<file path="config.mk">
export PLATFORM = sky130hd
export DESIGN_NAME = cmd_reg_buf
export DESIGN_NICKNAME = d
export VERILOG_FILES = /design/src/rtl/cmd_buf_pkg.sv /design/src/rtl/cmd_buf_mode_dec.sv /design/src/rtl/cmd_buf_lanes.sv /design/src/rtl/cmd_buf_parity.sv /design/src/rtl/cmd_reg_buf.sv
export SDC_FILE = /design/constraint.sdc
export NUM_CORES = 1
export LEC_CHECK = 0
export BUFFER_PORTS_ARGS = -buffer_cell sky130_fd_sc_hd__buf_2
export CORE_UTILIZATION = 54
export CTS_CLUSTER_DIAMETER = 200
export CTS_CLUSTER_SIZE = 14
export DETAILED_ROUTE_END_ITERATION = 10
export PLACE_DENSITY = 0.91
export SLEW_MARGIN = 30
export SYNTH_ARGS = -nofsm -noshare
export SYNTH_HDL_FRONTEND = slang
export SYNTH_SLANG_ARGS = --single-unit
export TNS_END_PERCENT = 50
</file>
<file path="constraint.sdc">
create_clock -name clk_i -period 3 [get_ports clk_i]
set_input_delay 0.45 -clock clk_i [delete_from_list [all_inputs] [get_ports clk_i]]
set_output_delay 0.45 -clock clk_i [all_outputs]
set_load 0.05 [all_outputs]
</file>
<file path="src/rtl/cmd_buf_pkg.sv">
package cmd_buf_pkg;

  typedef enum logic [1:0] {
    CFG_WIDE     = 2'b00,
    CFG_WIDE_ALT = 2'b01,
    CFG_PAIR_1ST = 2'b10,
    CFG_PAIR_2ND = 2'b11
  } cfg_e;

  typedef struct packed {
    logic narrow;
    logic second;
    logic err_en;
  } mode_t;

  function automatic mode_t decode_cfg(input logic [1:0] cfg);
    mode_t m;
    m.narrow = cfg[1];
    m.second = (cfg == CFG_PAIR_2ND);
    m.err_en = (cfg != CFG_PAIR_1ST);
    return m;
  endfunction

endpackage

</file>
<file path="src/rtl/cmd_buf_mode_dec.sv">
module cmd_buf_mode_dec
  import cmd_buf_pkg::*;
#(
  parameter int unsigned            WIDE_W    = 25,
  parameter int unsigned            NARROW_W  = 14,
  parameter logic [WIDE_W-1:0]      SKIP_MASK = WIDE_W'('h49)
) (
  input  logic [1:0]        cfg_i,
  output mode_t             mode_o,
  output logic [WIDE_W-1:0] chk_mask_o
);

  localparam logic [WIDE_W-1:0] CHK_WIDE   = ~SKIP_MASK;
  localparam logic [WIDE_W-1:0] LOW_LANES  = {{(WIDE_W-NARROW_W){1'b0}}, {NARROW_W{1'b1}}};
  localparam logic [WIDE_W-1:0] CHK_NARROW = CHK_WIDE & LOW_LANES;

  always_comb begin
    mode_o     = decode_cfg(cfg_i);
    chk_mask_o = mode_o.narrow ? CHK_NARROW : CHK_WIDE;
  end

endmodule

</file>
<file path="src/rtl/cmd_buf_lanes.sv">
module cmd_buf_lanes #(
  parameter int unsigned WIDE_W   = 25,
  parameter int unsigned NARROW_W = 14
) (
  input  logic                clk_i,
  input  logic                rst_ni,
  input  logic                narrow_i,
  input  logic                hold_i,
  input  logic [WIDE_W-1:0]   d_i,
  output logic [WIDE_W-1:0]   q_a_o,
  output logic [NARROW_W-1:0] q_b_o
);

  for (genvar i = 0; i < WIDE_W; i++) begin : g_lane
    if (i < NARROW_W) begin : g_dual
      logic a_q, b_q;
      always_ff @(posedge clk_i or negedge rst_ni) begin
        if (!rst_ni) begin
          a_q <= 1'b0;
          b_q <= 1'b0;
        end else if (!hold_i) begin
          a_q <= d_i[i];
          b_q <= d_i[i] & narrow_i;
        end
      end
      assign q_a_o[i] = a_q;
      assign q_b_o[i] = b_q;
    end else begin : g_single
      logic a_q;
      // upper lanes are unused in the narrow layout
      always_ff @(posedge clk_i or negedge rst_ni) begin
        if (!rst_ni)      a_q <= 1'b0;
        else if (!hold_i) a_q <= d_i[i] & ~narrow_i;
      end
      assign q_a_o[i] = a_q;
    end
  end

endmodule

</file>
<file path="src/rtl/cmd_buf_parity.sv">
module cmd_buf_parity #(
  parameter int unsigned WIDE_W   = 25,
  parameter int unsigned ERR_HOLD = 2
) (
  input  logic              clk_i,
  input  logic              rst_ni,
  input  logic [WIDE_W-1:0] d_i,
  input  logic [WIDE_W-1:0] mask_i,
  input  logic              second_i,
  input  logic              err_en_i,
  input  logic              hold_i,
  input  logic              par_i,
  output logic              ppo_o,
  output logic              err_n_o
);

  localparam int unsigned HC_W = $clog2(ERR_HOLD + 1);

  logic            p1_q, p2_q, sum_q, ppo_q, err_n_q;
  logic [HC_W-1:0] hc_q;
  logic            word_par, sum;

  assign word_par = ^(d_i & mask_i);
  // second device waits one more edge for the partial parity of the first
  assign sum      = (second_i ? p2_q : p1_q) ^ par_i;

  always_ff @(posedge clk_i or negedge rst_ni) begin
    if (!rst_ni) begin
      p1_q    <= 1'b0;
      p2_q    <= 1'b0;
      sum_q   <= 1'b0;
      ppo_q   <= 1'b0;
      err_n_q <= 1'b1;
      hc_q    <= '0;
    end else begin
      p1_q  <= word_par;
      p2_q  <= p1_q;
      sum_q <= sum;
      if (!hold_i) ppo_q <= sum;
      if (err_en_i && sum_q) begin
        err_n_q <= 1'b0;
        hc_q    <= HC_W'(ERR_HOLD - 1);
      end else if (hc_q != '0) begin
        err_n_q <= 1'b0;
        hc_q    <= hc_q - 1'b1;
      end else begin
        err_n_q <= 1'b1;
      end
    end
  end

  assign ppo_o   = ppo_q;
  assign err_n_o = err_n_q;

endmodule

</file>
<file path="src/rtl/cmd_reg_buf.sv">
module cmd_reg_buf
  import cmd_buf_pkg::*;
#(
  parameter int unsigned       WIDE_W    = 25,
  parameter int unsigned       NARROW_W  = 14,
  parameter logic [WIDE_W-1:0] SKIP_MASK = WIDE_W'('h49),
  parameter int unsigned       ERR_HOLD  = 2
) (
  input  logic                clk_i,
  input  logic                rst_ni,
  input  logic [1:0]          cfg_i,
  input  logic [WIDE_W-1:0]   d_i,
  input  logic                par_i,
  input  logic                cs_n_i,
  input  logic                csr_n_i,
  input  logic                cke_i,
  input  logic                odt_i,
  output logic [WIDE_W-1:0]   q_a_o,
  output logic [NARROW_W-1:0] q_b_o,
  output logic                cke_o,
  output logic                odt_o,
  output logic                cs_n_o,
  output logic                ppo_o,
  output logic                err_n_o
);

  mode_t             mode;
  logic [WIDE_W-1:0] chk_mask;
  logic              standby;

  assign standby = cs_n_i & csr_n_i;

  cmd_buf_mode_dec #(
    .WIDE_W   (WIDE_W),
    .NARROW_W (NARROW_W),
    .SKIP_MASK(SKIP_MASK)
  ) u_dec (
    .cfg_i     (cfg_i),
    .mode_o    (mode),
    .chk_mask_o(chk_mask)
  );

  cmd_buf_lanes #(
    .WIDE_W  (WIDE_W),
    .NARROW_W(NARROW_W)
  ) u_lanes (
    .clk_i   (clk_i),
    .rst_ni  (rst_ni),
    .narrow_i(mode.narrow),
    .hold_i  (standby),
    .d_i     (d_i),
    .q_a_o   (q_a_o),
    .q_b_o   (q_b_o)
  );

  cmd_buf_parity #(
    .WIDE_W  (WIDE_W),
    .ERR_HOLD(ERR_HOLD)
  ) u_par (
    .clk_i   (clk_i),
    .rst_ni  (rst_ni),
    .d_i     (d_i),
    .mask_i  (chk_mask),
    .second_i(mode.second),
    .err_en_i(mode.err_en),
    .hold_i  (standby),
    .par_i   (par_i),
    .ppo_o   (ppo_o),
    .err_n_o (err_n_o)
  );

  // control lanes bypass the chip-select gating
  always_ff @(posedge clk_i or negedge rst_ni) begin
    if (!rst_ni) begin
      cke_o  <= 1'b0;
      odt_o  <= 1'b0;
      cs_n_o <= 1'b0;
    end else begin
      cke_o  <= cke_i;
      odt_o  <= odt_i;
      cs_n_o <= cs_n_i;
    end
  end

endmodule

</file>
==> flow_summary_export.csv, run 1 <==
group,metric,value,unit
outcome,run_status,"complete, no violations",
worst_setup_path,worstSetupStartpointType,"flip-flop",
timing,post-route-min-period,1510,ps
logic_synthesis,netlist_area,2360,um2
power,power.static_leakage,0.00147,uW
logic_synthesis,yosys_warnings,0,
timing,slew_violations,0,
worst_setup_path,worst_path_buf_inv,1,
logic_synthesis,synth-edff-count,0,
power,max-vdd-ir-drop,0.315,mV
logic_synthesis,postSynthNetCount,292,
route,wirelength,4260,um
place,place_congestion,0.647,
clocking,clk_pin_slew,80,ps
floorplan,floorplan.rows,23,
place,dpl.cell_count,335,
worst_setup_path,critPathTopFamily,"flip-flops",
logic_synthesis,ys.flop_type,"sky130_fd_sc_hd__dfrtp_1",
clocking,clkSinkCount,49,
timing,timing.hold.ws,155,ps
worst_setup_path,critical_path.endpoint_type,"primary output",
final_layout,insertedDiodeCount,0,
logic_synthesis,most_common_cell_in_the_netlist,"sky130_fd_sc_hd__nand2_1",
power,totalPowerFinal,1840,uW
hold_path,hp-class,"in -> async",
logic_synthesis,netlist.top_cell.by_area,"sky130_fd_sc_hd__dfrtp_1",
timing,final_min_period_over_clock_period,0.502,
final_layout,finish.cell_count_without_fillers,343,
logic_synthesis,synth_async_sr_flop_share,1.00,
worst_setup_path,crit_type,"reg -> out",
clocking,cts.htree.levels,2,
worst_setup_path,cp_data_required_time,2550,ps
grt,gr_usage_total,0.204,
final_layout,area_growth_syn_to_fin,10.8,%
worst_setup_path,cp_max_fo,1,
worst_setup_path,crit_chain,"buf_2",
grt,wire_length_of_the_first_global_routing_pass,6870,um
timing,fin_setup_tns,0,ps
route,detail-route-antenna-nets,0,
final_layout,final_cell_area,2610,um2
timing,maxClockFrequency,0.663,GHz
clocking,post_cts_hold_buffer_count,0,
floorplan,fp.coreArea,4090,um2
floorplan,die_w,68.1,um
floorplan,initial_standard_cell_utilization_of_the_core,0.577,
timing,setup_viol,0,
logic_synthesis,synth.avg_cell_area,9.18,um2
timing,unrepaired_setup_endpoints_after_global_routing,"false",
place,postPlaceCellArea,2480,um2
route,avgViaCountPerCell,4.83,
route,drcViolationCount,0,
logic_synthesis,ys_ff_latch,49,
timing,skew,4.12,ps
worst_setup_path,cell_type_of_the_slowest_stage_on_the_worst_timing_path,"sky130_fd_sc_hd__dfstp_2",
floorplan,floorplan.io_pins,78,
grt,global_route.overflow_total,0,
floorplan,die_h,68.1,um
clocking,worst_skew_pair_latency,300,ps
route,dr.first_iter.drc_count,76,
clocking,postCtsResizedCells,0,
logic_synthesis,netlist_instances,257,
worst_setup_path,crit_path_max_incr_delay,520,ps
logic_synthesis,yosysSeqAreaShare,0.520,
floorplan,die-area,4640,um2
clocking,tritoncts,"built",
place,detailedPlacementHpwl,2960,um
power,p_per_area,706,nW/um2
final_layout,design.final.nets,327,
grt,grt_pass1_vias,1587,
logic_synthesis,synth.distinct_cells,19,
final_layout,drive_gt1_frac,0.307,
logic_synthesis,synth_common_cells,"sky130_fd_sc_hd__nand2_1, sky130_fd_sc_hd__dfrtp_1, sky130_fd_sc_hd__buf_4",
logic_synthesis,synth_top_area_frac,0.509,
clocking,cts_max_path_buffers,2,
grt,antenna_violations_before_repair,0,
clocking,post_cts_buffers,0,
clocking,cts_made_buffers,5,
logic_synthesis,post_synth_main_area_contributors,"sky130_fd_sc_hd__dfrtp_1, sky130_fd_sc_hd__nand2_1, sky130_fd_sc_hd__buf_4",
timing,worstMarginPinSlew,599,ps
route,avgRoutedWirePerCell,12.4,um
timing,timing.max_slew.rel_slack,0.601,
route,dr_total_vias,1658,
clocking,ctsRootBufferMaster,"sky130_fd_sc_hd__clkbuf_8",
worst_setup_path,cp.arrival,1060,ps
run,drv.max_cap_violation_count,0,
timing,final_hold_viol_count,0,
route,drt-pass1-iter-count,4,
grt,maximum_number_of_pins_on_one_net_before_global_route_repair,50,
final_layout,layout.filler_cells,360,
place,port-buffer-count,77,
cells by family after synthesis:
group,Yosys count,share of synthesized area
adders and majority gates,1,0.00530
AOI/OAI and AO/OA,3,0.00636
muxes,1,0.00424
and+or+nand+nor,127,0.222
buffers and inverters,54,0.151
xor gates and xnor gates,22,0.0907
DFF,49,0.520
registers in the layout, indices dropped and copies added (netlist names):
name / cells
u_lanes.g_lane.g_dual.a_q: 14
u_lanes.g_lane.g_dual.b_q: 14
u_lanes.g_lane.g_single.a_q: 11
u_par.hc_q: 2
cke_o: 1
cs_n_o: 1
odt_o: 1
u_par.err_n_o: 1
u_par.p1_q: 1
u_par.p2_q: 1
u_par.ppo_o: 1
u_par.sum_q: 1
cells in the final DEF, fill, tap and decap left out, types with 2 or more instances in the layout:
cell                        synthesis  layout
sky130_fd_sc_hd__and2_1             3       3
sky130_fd_sc_hd__buf_2              0      76
sky130_fd_sc_hd__buf_4             39       3
sky130_fd_sc_hd__bufinv_16          0       2
sky130_fd_sc_hd__clkbuf_8           0       5
sky130_fd_sc_hd__dfrtp_1           48      48
sky130_fd_sc_hd__inv_1              3       3
sky130_fd_sc_hd__nand2_1           98      98
sky130_fd_sc_hd__nand3_1           24      24
sky130_fd_sc_hd__o21ai_0            3       3
sky130_fd_sc_hd__xnor2_1           17      17
sky130_fd_sc_hd__xor2_1             3       3
path summary, 6_finish.rpt:
kind | start | end | slack, ps | cells past startpoint
min | rst_ni | u_lanes.g_lane[0].g_dual.b_q$_DFFE_PN0N_ | 160 | 1
max reg2reg | u_par.hc_q[0]$_DFFE_PN0N_ | u_par.hc_q[1]$_DFFE_PN0N_ | 1910 | 4
max in group asynchronous | rst_ni | u_lanes.g_lane[8].g_dual.a_q$_DFFE_PN0N_ | 2450 | 1
min reg2reg | u_par.p1_q$_DFF_PN0_ | u_par.p2_q$_DFF_PN0_ | 390 | 0
max | u_par.err_n_o$_DFF_PN1_ | err_n_o | 1490 | 1
min in group clk_i | cke_i | cke_o$_DFF_PN0_ | 250 | 1
power by group:
| group | total, uW | switching [uW] | internal, uW | leakage (uW) |
|---|---|---|---|---|
| clock | 542 | 212 | 331 | 0.0000681 |
| sequential | 788 | 37.6 | 751 | 0.000607 |
| combinational | 514 | 358 | 155 | 0.000798 |
per-layer routing:
layer  GRT usage  wire length, um  vias up  part of all wire
met2       0.341             2160       61              0.51
met4      0.0625               31        0            0.0073
li1            -                -      824                 -
met5           0                0        -                 0
met1       0.251             1800      769              0.42
met3      0.0650              271        4             0.064
stage by stage:
step	worst slack, ps	utilization
after floorplan	1570	-
after global placement	1380	0.606
after detailed placement	1330	0.607
after CTS	1480	0.640
after global routing	1450	0.640
final	1490	0.640
area by class of cell:
type	count	area (um2)	area share
timing repair buffer	79	403	0.154
tap	50	62.6	0.0239
sequential	49	1230	0.470
multi-input combinational	154	776	0.297
clock inverter	3	65.1	0.0249
inverter	3	11.3	0.00431
clock buffer	5	68.8	0.0263
No activity file was read; power rests on OpenSTA's default activity.
==> run 2: changes to the inputs <==
--- a/config.mk
+++ b/config.mk
@@ -6,11 +6,11 @@
 export NUM_CORES = 1
 export LEC_CHECK = 0
 export BUFFER_PORTS_ARGS = -buffer_cell sky130_fd_sc_hd__buf_2
-export CORE_UTILIZATION = 54
+export CORE_UTILIZATION = 45
 export CTS_CLUSTER_DIAMETER = 200
 export CTS_CLUSTER_SIZE = 14
 export DETAILED_ROUTE_END_ITERATION = 10
-export PLACE_DENSITY = 0.91
+export PLACE_DENSITY = 0.81
 export SLEW_MARGIN = 30
 export SYNTH_ARGS = -nofsm -noshare
 export SYNTH_HDL_FRONTEND = slang
==> constraint.sdc (replaced) <==
create_clock -name clk_i -period 1.3 [get_ports clk_i]
set_input_delay 0.195 -clock clk_i [delete_from_list [all_inputs] [get_ports clk_i]]
set_output_delay 0.195 -clock clk_i [all_outputs]
set_load 0.05 [all_outputs]
==> flow_summary_export.csv, run 2 (same netlist as run 1, synthesis figures left out) <==
group,metric,value,unit
grt,grt_use_met1,0.219,
timing,setup_viol,0,
final_layout,final_cell_mix,"sky130_fd_sc_hd__nand2_1, sky130_fd_sc_hd__buf_2, sky130_fd_sc_hd__dfrtp_1",
final_layout,design.final.nets,336,
worst_setup_path,crit_chain,"clkbuf_4",
clocking,worst_skew_pair_latency,290,ps
worst_setup_path,cell_type_of_the_slowest_stage_on_the_worst_timing_path,"sky130_fd_sc_hd__dfstp_2",
worst_setup_path,worst_path_buf_inv,1,
final_layout,multi_input_comb_area,776,um2
route,wirelength,4400,um
place,pre_cts_slack,-48.7,ps
clocking,post_cts_buffers,0,
timing,worst_setup_slack_final,67.9,ps
grt,maximum_number_of_pins_on_one_net_before_global_route_repair,42,
final_layout,regArea,1230,um2
timing,timing.max_slew.rel_slack,0.773,
timing,maxClockFrequency,0.812,GHz
place,postPlaceCellArea,2560,um2
floorplan,die-area,5540,um2
power,power_frac_seq,0.468,
power,p_per_area,1460,nW/um2
worst_setup_path,worstSetupStartpointType,"flip-flop",
timing,final_hold_viol_count,0,
power,p_sw_frac,0.361,
final_layout,drive_gt1_frac,0.315,
place,port-buffer-count,77,
worst_setup_path,worstReg2RegEnd,"u_par.hc_q[1]$_DFFE_PN0N_",
grt,global_route.overflow_total,0,
timing,skew,5.10,ps
worst_setup_path,r2r_start,"u_par.hc_q[0]$_DFFE_PN0N_",
power,totalPowerFinal,3910,uW
clocking,clk_pin_slew,90,ps
timing,unrepaired_setup_endpoints_after_global_routing,"false",
grt,grt_util_met2,0.278,
worst_setup_path,r2r_slack,280,ps
timing,slew_violations,0,
timing,worstMarginPinSlew,341,ps
worst_setup_path,cp_max_fo,1,
place,detailedPlacementHpwl,3190,um
run,drv.max_cap_violation_count,0,
final_layout,layout_commonest_cell,"sky130_fd_sc_hd__nand2_1",
floorplan,floorplan.io_pins,78,
grt,busiest_layer_in_global_routing,"met2",
floorplan,floorplan.rows,25,
worst_setup_path,critPathTopFamily,"flip-flops",
timing,fin_setup_tns,0,ps
place,dpl.cell_count,358,
floorplan,die_h,74.4,um
worst_setup_path,crit_type,"reg -> out",
power,power.clock.fraction,0.224,
grt,antenna_violations_before_repair,0,
grt,gr_usage_total,0.170,
floorplan,fp.coreArea,4880,um2
timing,post-route-min-period,1230,ps
worst_setup_path,cp_data_required_time,1110,ps
outcome,run_status,"complete, no violations",
route,drcViolationCount,0,
hold_path,hold_startpoint,"cs_n_i",
grt,wire_length_of_the_first_global_routing_pass,7090,um
route,avgRoutedWirePerCell,11.9,um
final_layout,layout_top_registers,"u_lanes.g_lane.g_dual.a_q (14), u_lanes.g_lane.g_dual.b_q (14), u_lanes.g_lane.g_single.a_q (11)",
route,dr_total_vias,1702,
final_layout,finish.cell_count_without_fillers,369,
hold_path,hold_path_end,"cs_n_o$_DFF_PN0_",
power,power.combinational.fraction,0.309,
route,detail-route-antenna-nets,0,
power,power_switching,1410,uW
floorplan,die_w,74.4,um
grt,gr-usage-met3,0.0447,
final_layout,insertedDiodeCount,0,
power,internal_power,2500,uW
floorplan,initial_standard_cell_utilization_of_the_core,0.484,
clocking,cts_made_buffers,5,
hold_path,hp-class,"in -> reg",
power,power.static_leakage,0.00149,uW
route,avgViaCountPerCell,4.61,
worst_setup_path,cp.arrival,1040,ps
place,place_congestion,0.734,
final_layout,area_growth_syn_to_fin,13.4,%
clocking,clkSinkCount,49,
hold_path,whs_path_depth,1,
worst_setup_path,critical_path.endpoint_type,"primary output",
worst_setup_path,worst-r2r-cell-count,5,
final_layout,final_cell_area,2680,um2
clocking,tritoncts,"built",
worst_setup_path,crit_path_max_incr_delay,530,ps
timing,final_min_period_over_clock_period,0.948,
route,dr.first_iter.drc_count,74,
grt,grt_pass1_vias,1579,
final_layout,layout.filler_cells,469,
clocking,cts_max_path_buffers,2,
clocking,cts.htree.levels,2,
route,drt-pass1-iter-count,4,
power,max-vdd-ir-drop,0.605,mV
clocking,ctsRootBufferMaster,"sky130_fd_sc_hd__clkbuf_8",
[run 2: cell count changes in the layout (fill, tap and decap cells not counted), moves of 2 or more]
cell / previous run / this run
sky130_fd_sc_hd__bufinv_16: 2 / 0
sky130_fd_sc_hd__clkinvlp_4: 0 / 2
sky130_fd_sc_hd__buf_4: 3 / 7
sky130_fd_sc_hd__dlygate4sd3_1: 0 / 3
[run 2: timing repair]
| item | in CTS | in global routing |
|---|---|---|
| hold buffers | 3 | 0 |
| endpoints found under the setup margin | 0 | 1 |
| resized for setup | 0 | 1 |
| endpoints found under the hold margin | 50 | 0 |
[run 2: how the worst max path moves through the flow]
stage                                        from                   end  slack [ps]  depth (start not counted)
after floorplan                           d_i[18]  u_par.p1_q$_DFF_PN0_         130                          5
after global placement                    d_i[18]  u_par.p1_q$_DFF_PN0_         -60                          6
after detailed placement                  d_i[18]  u_par.p1_q$_DFF_PN0_         -50                          6
after CTS                 u_par.err_n_o$_DFF_PN1_               err_n_o          20                          1
after global routing      u_par.err_n_o$_DFF_PN1_               err_n_o          30                          1
final                     u_par.err_n_o$_DFF_PN1_               err_n_o          70                          1
[run 2: cell type report]
type / instances / share of cell area
timing repair buffer: 88 / 0.183
multi-input combinational: 154 / 0.290
sequential: 49 / 0.459
tap: 67 / 0.0313
inverter: 3 / 0.00421
clock buffer: 6 / 0.0271
clock inverter: 2 / 0.00561
[run 2: metal layers]
layer	vias to the layer above	wire (um)
met5	-	0
met2	60	2120
met3	4	244
li1	841	-
met4	0	38
met1	797	2000
[run 2: power by group through the flow]
stage	Combinational [uW]	Sequential, uW	Clock (uW)
detailed placement	1210	1860	0
floorplan	908	1960	0
CTS	1220	1830	914
global placement	1190	1840	0
finish	1210	1830	875
global route	1330	1850	960
[run 2: through the flow]
stage | hold slack (ps) | util
after floorplan | -101 | -
after global placement | 209 | 0.524
after detailed placement | 207 | 0.524
after CTS | 19.6 | 0.548
after global routing | 18.2 | 0.548
final | 32.3 | 0.548
==> run 3: changes to the inputs <==
--- a/config.mk
+++ b/config.mk
@@ -5,12 +5,12 @@
 export SDC_FILE = /design/constraint.sdc
 export NUM_CORES = 1
 export LEC_CHECK = 0
-export BUFFER_PORTS_ARGS = -buffer_cell sky130_fd_sc_hd__buf_2
-export CORE_UTILIZATION = 45
+export CORE_UTILIZATION = 56
 export CTS_CLUSTER_DIAMETER = 200
 export CTS_CLUSTER_SIZE = 14
 export DETAILED_ROUTE_END_ITERATION = 10
-export PLACE_DENSITY = 0.81
+export DONT_BUFFER_PORTS = 1
+export PLACE_DENSITY = 0.8
 export SLEW_MARGIN = 30
 export SYNTH_ARGS = -nofsm -noshare
 export SYNTH_HDL_FRONTEND = slang
==> flow_summary_export.csv, run 3 (same netlist as run 1, synthesis figures left out) <==
group,metric,value,unit
hold_path,hp-class,"in -> async",
final_layout,layout_top_registers,"u_lanes.g_lane.g_dual.a_q (14), u_lanes.g_lane.g_dual.b_q (14), u_lanes.g_lane.g_single.a_q (11)",
worst_setup_path,cp_max_fo,1,
outcome,failed_checks,"hold timing",
route,drcViolationCount,0,
outcome,run_status,"finished, violations left",
worst_setup_path,cp.arrival,970,ps
power,power.combinational.fraction,0.141,
final_layout,insertedDiodeCount,0,
worst_setup_path,cp_data_required_time,1110,ps
clocking,tritoncts,"built",
timing,slew_violations,0,
final_layout,area_growth_syn_to_fin,-4.98,%
clocking,worst_skew_pair_latency,290,ps
timing,timing.max_slew.rel_slack,0.669,
clocking,cts_made_buffers,5,
power,power_frac_seq,0.631,
power,internal_power,2370,uW
timing,setup_viol,0,
power,power.static_leakage,0.00115,uW
final_layout,layout.filler_cells,364,
run,drv.max_cap_violation_count,0,
clocking,postCtsResizedCells,0,
timing,timing.hold.ws,-409,ps
final_layout,layout.core_utilization,0.557,
floorplan,die-area,4480,um2
route,wirelength,4020,um
timing,worst_setup_slack_final,133,ps
timing,worstMarginPinSlew,497,ps
power,power_switching,1260,uW
timing,final_min_period_over_clock_period,0.898,
floorplan,initial_standard_cell_utilization_of_the_core,0.586,
timing,unrepaired_setup_endpoints_after_global_routing,"false",
route,avgViaCountPerCell,5.10,
route,avgRoutedWirePerCell,14.7,um
clocking,ctsRootBufferMaster,"sky130_fd_sc_hd__clkbuf_8",
timing,maxClockFrequency,0.857,GHz
timing,final_hold_viol_count,49,
clocking,clkSinkCount,49,
route,detail-route-antenna-nets,0,
worst_setup_path,critical_path.endpoint_type,"primary output",
grt,grt_pass1_vias,1451,
final_layout,final_cell_mix,"sky130_fd_sc_hd__nand2_1, sky130_fd_sc_hd__dfrtp_1, sky130_fd_sc_hd__nand3_1",
grt,maximum_number_of_pins_on_one_net_before_global_route_repair,50,
clocking,cts_max_path_buffers,2,
floorplan,floorplan.rows,23,
route,dr_total_vias,1398,
clocking,clk_pin_slew,80,ps
place,port-buffer-count,0,
final_layout,layout_commonest_cell,"sky130_fd_sc_hd__nand2_1",
grt,global_route.overflow_total,0,
final_layout,design.final.nets,258,
floorplan,floorplan.io_pins,78,
power,p_per_area,1620,nW/um2
place,detailedPlacementHpwl,2800,um
floorplan,die_w,66.9,um
final_layout,drive_gt1_frac,0.0625,
clocking,cts.htree.levels,2,
place,pre_cts_slack,52.2,ps
route,drt-pass1-iter-count,4,
place,place_congestion,0.635,
power,max-vdd-ir-drop,0.715,mV
worst_setup_path,crit_type,"reg -> out",
route,dr.first_iter.drc_count,80,
worst_setup_path,worstSetupStartpointType,"flip-flop",
timing,skew,1.27,ps
floorplan,fp.coreArea,4030,um2
power,p_sw_frac,0.347,
power,power.clock.fraction,0.229,
grt,antenna_violations_before_repair,0,
grt,gr_usage_total,0.192,
timing,fin_setup_tns,0,ps
grt,wire_length_of_the_first_global_routing_pass,6200,um
floorplan,die_h,66.9,um
timing,post-route-min-period,1170,ps
[run 3: path summary, 6_finish.rpt]
check,from,endpoint,slack (ps),cells after the start
setup / recovery,u_par.err_n_o$_DFF_PN1_,err_n_o,130,0
hold / removal,rst_ni,u_lanes.g_lane[0].g_dual.b_q$_DFFE_PN0N_,-410,0
setup reg to reg,u_par.hc_q[0]$_DFFE_PN0N_,u_par.hc_q[1]$_DFFE_PN0N_,270,5
hold reg to reg,u_par.p1_q$_DFF_PN0_,u_par.p2_q$_DFF_PN0_,400,0
max in group asynchronous,rst_ni,u_par.err_n_o$_DFF_PN1_,1540,0
min in group clk_i,d_i[12],u_lanes.g_lane[12].g_dual.a_q$_DFFE_PN0N_,10,2
[run 3: per-stage QoR]
step	cells	total power, uW	hold slack [ps]	area, um2
floorplan	257	2870	-101	2360
detailed placement	262	2830	-99.7	2120
global route	274	3820	-429	2240
global placement	262	2800	-99.4	2120
finish	274	3630	-409	2240
CTS	273	3680	-419	2230
[run 3: power by group through the flow]
stage / Clock [uW] / Sequential (uW) / Combinational (uW)
floorplan: 0 / 1960 / 908
global placement: 0 / 2310 / 484
detailed placement: 0 / 2320 / 509
CTS: 864 / 2290 / 519
global route: 921 / 2310 / 584
finish: 830 / 2290 / 511
[run 3: area by class of cell]
cell class                      count  area, um2  share of cell area
Clock buffer                        8       80.1              0.0357
Inverter                            3       11.3             0.00502
Multi-Input combinational cell    154        776               0.346
Sequential cell                    49       1230               0.547
Tap cell                           50       62.6              0.0279
Timing Repair Buffer               10       85.1              0.0379
[run 3: repair_timing]
| action | 4_1_cts | 5_1_grt |
|---|---|---|
| endpoints found under the setup margin | 0 | 0 |
| endpoints found under the hold margin | 52 | 50 |
| hold buffers | 3 | 1 |
| setup buffers | 0 | 0 |
[run 3: metal layers]
layer | global-route usage | share of wire | vias up
li1 | - | - | 680
met1 | 0.206 | 0.39 | 658
met2 | 0.342 | 0.51 | 54
met3 | 0.0599 | 0.088 | 6
met4 | 0.0798 | 0.010 | 0
met5 | 0 | 0 | -
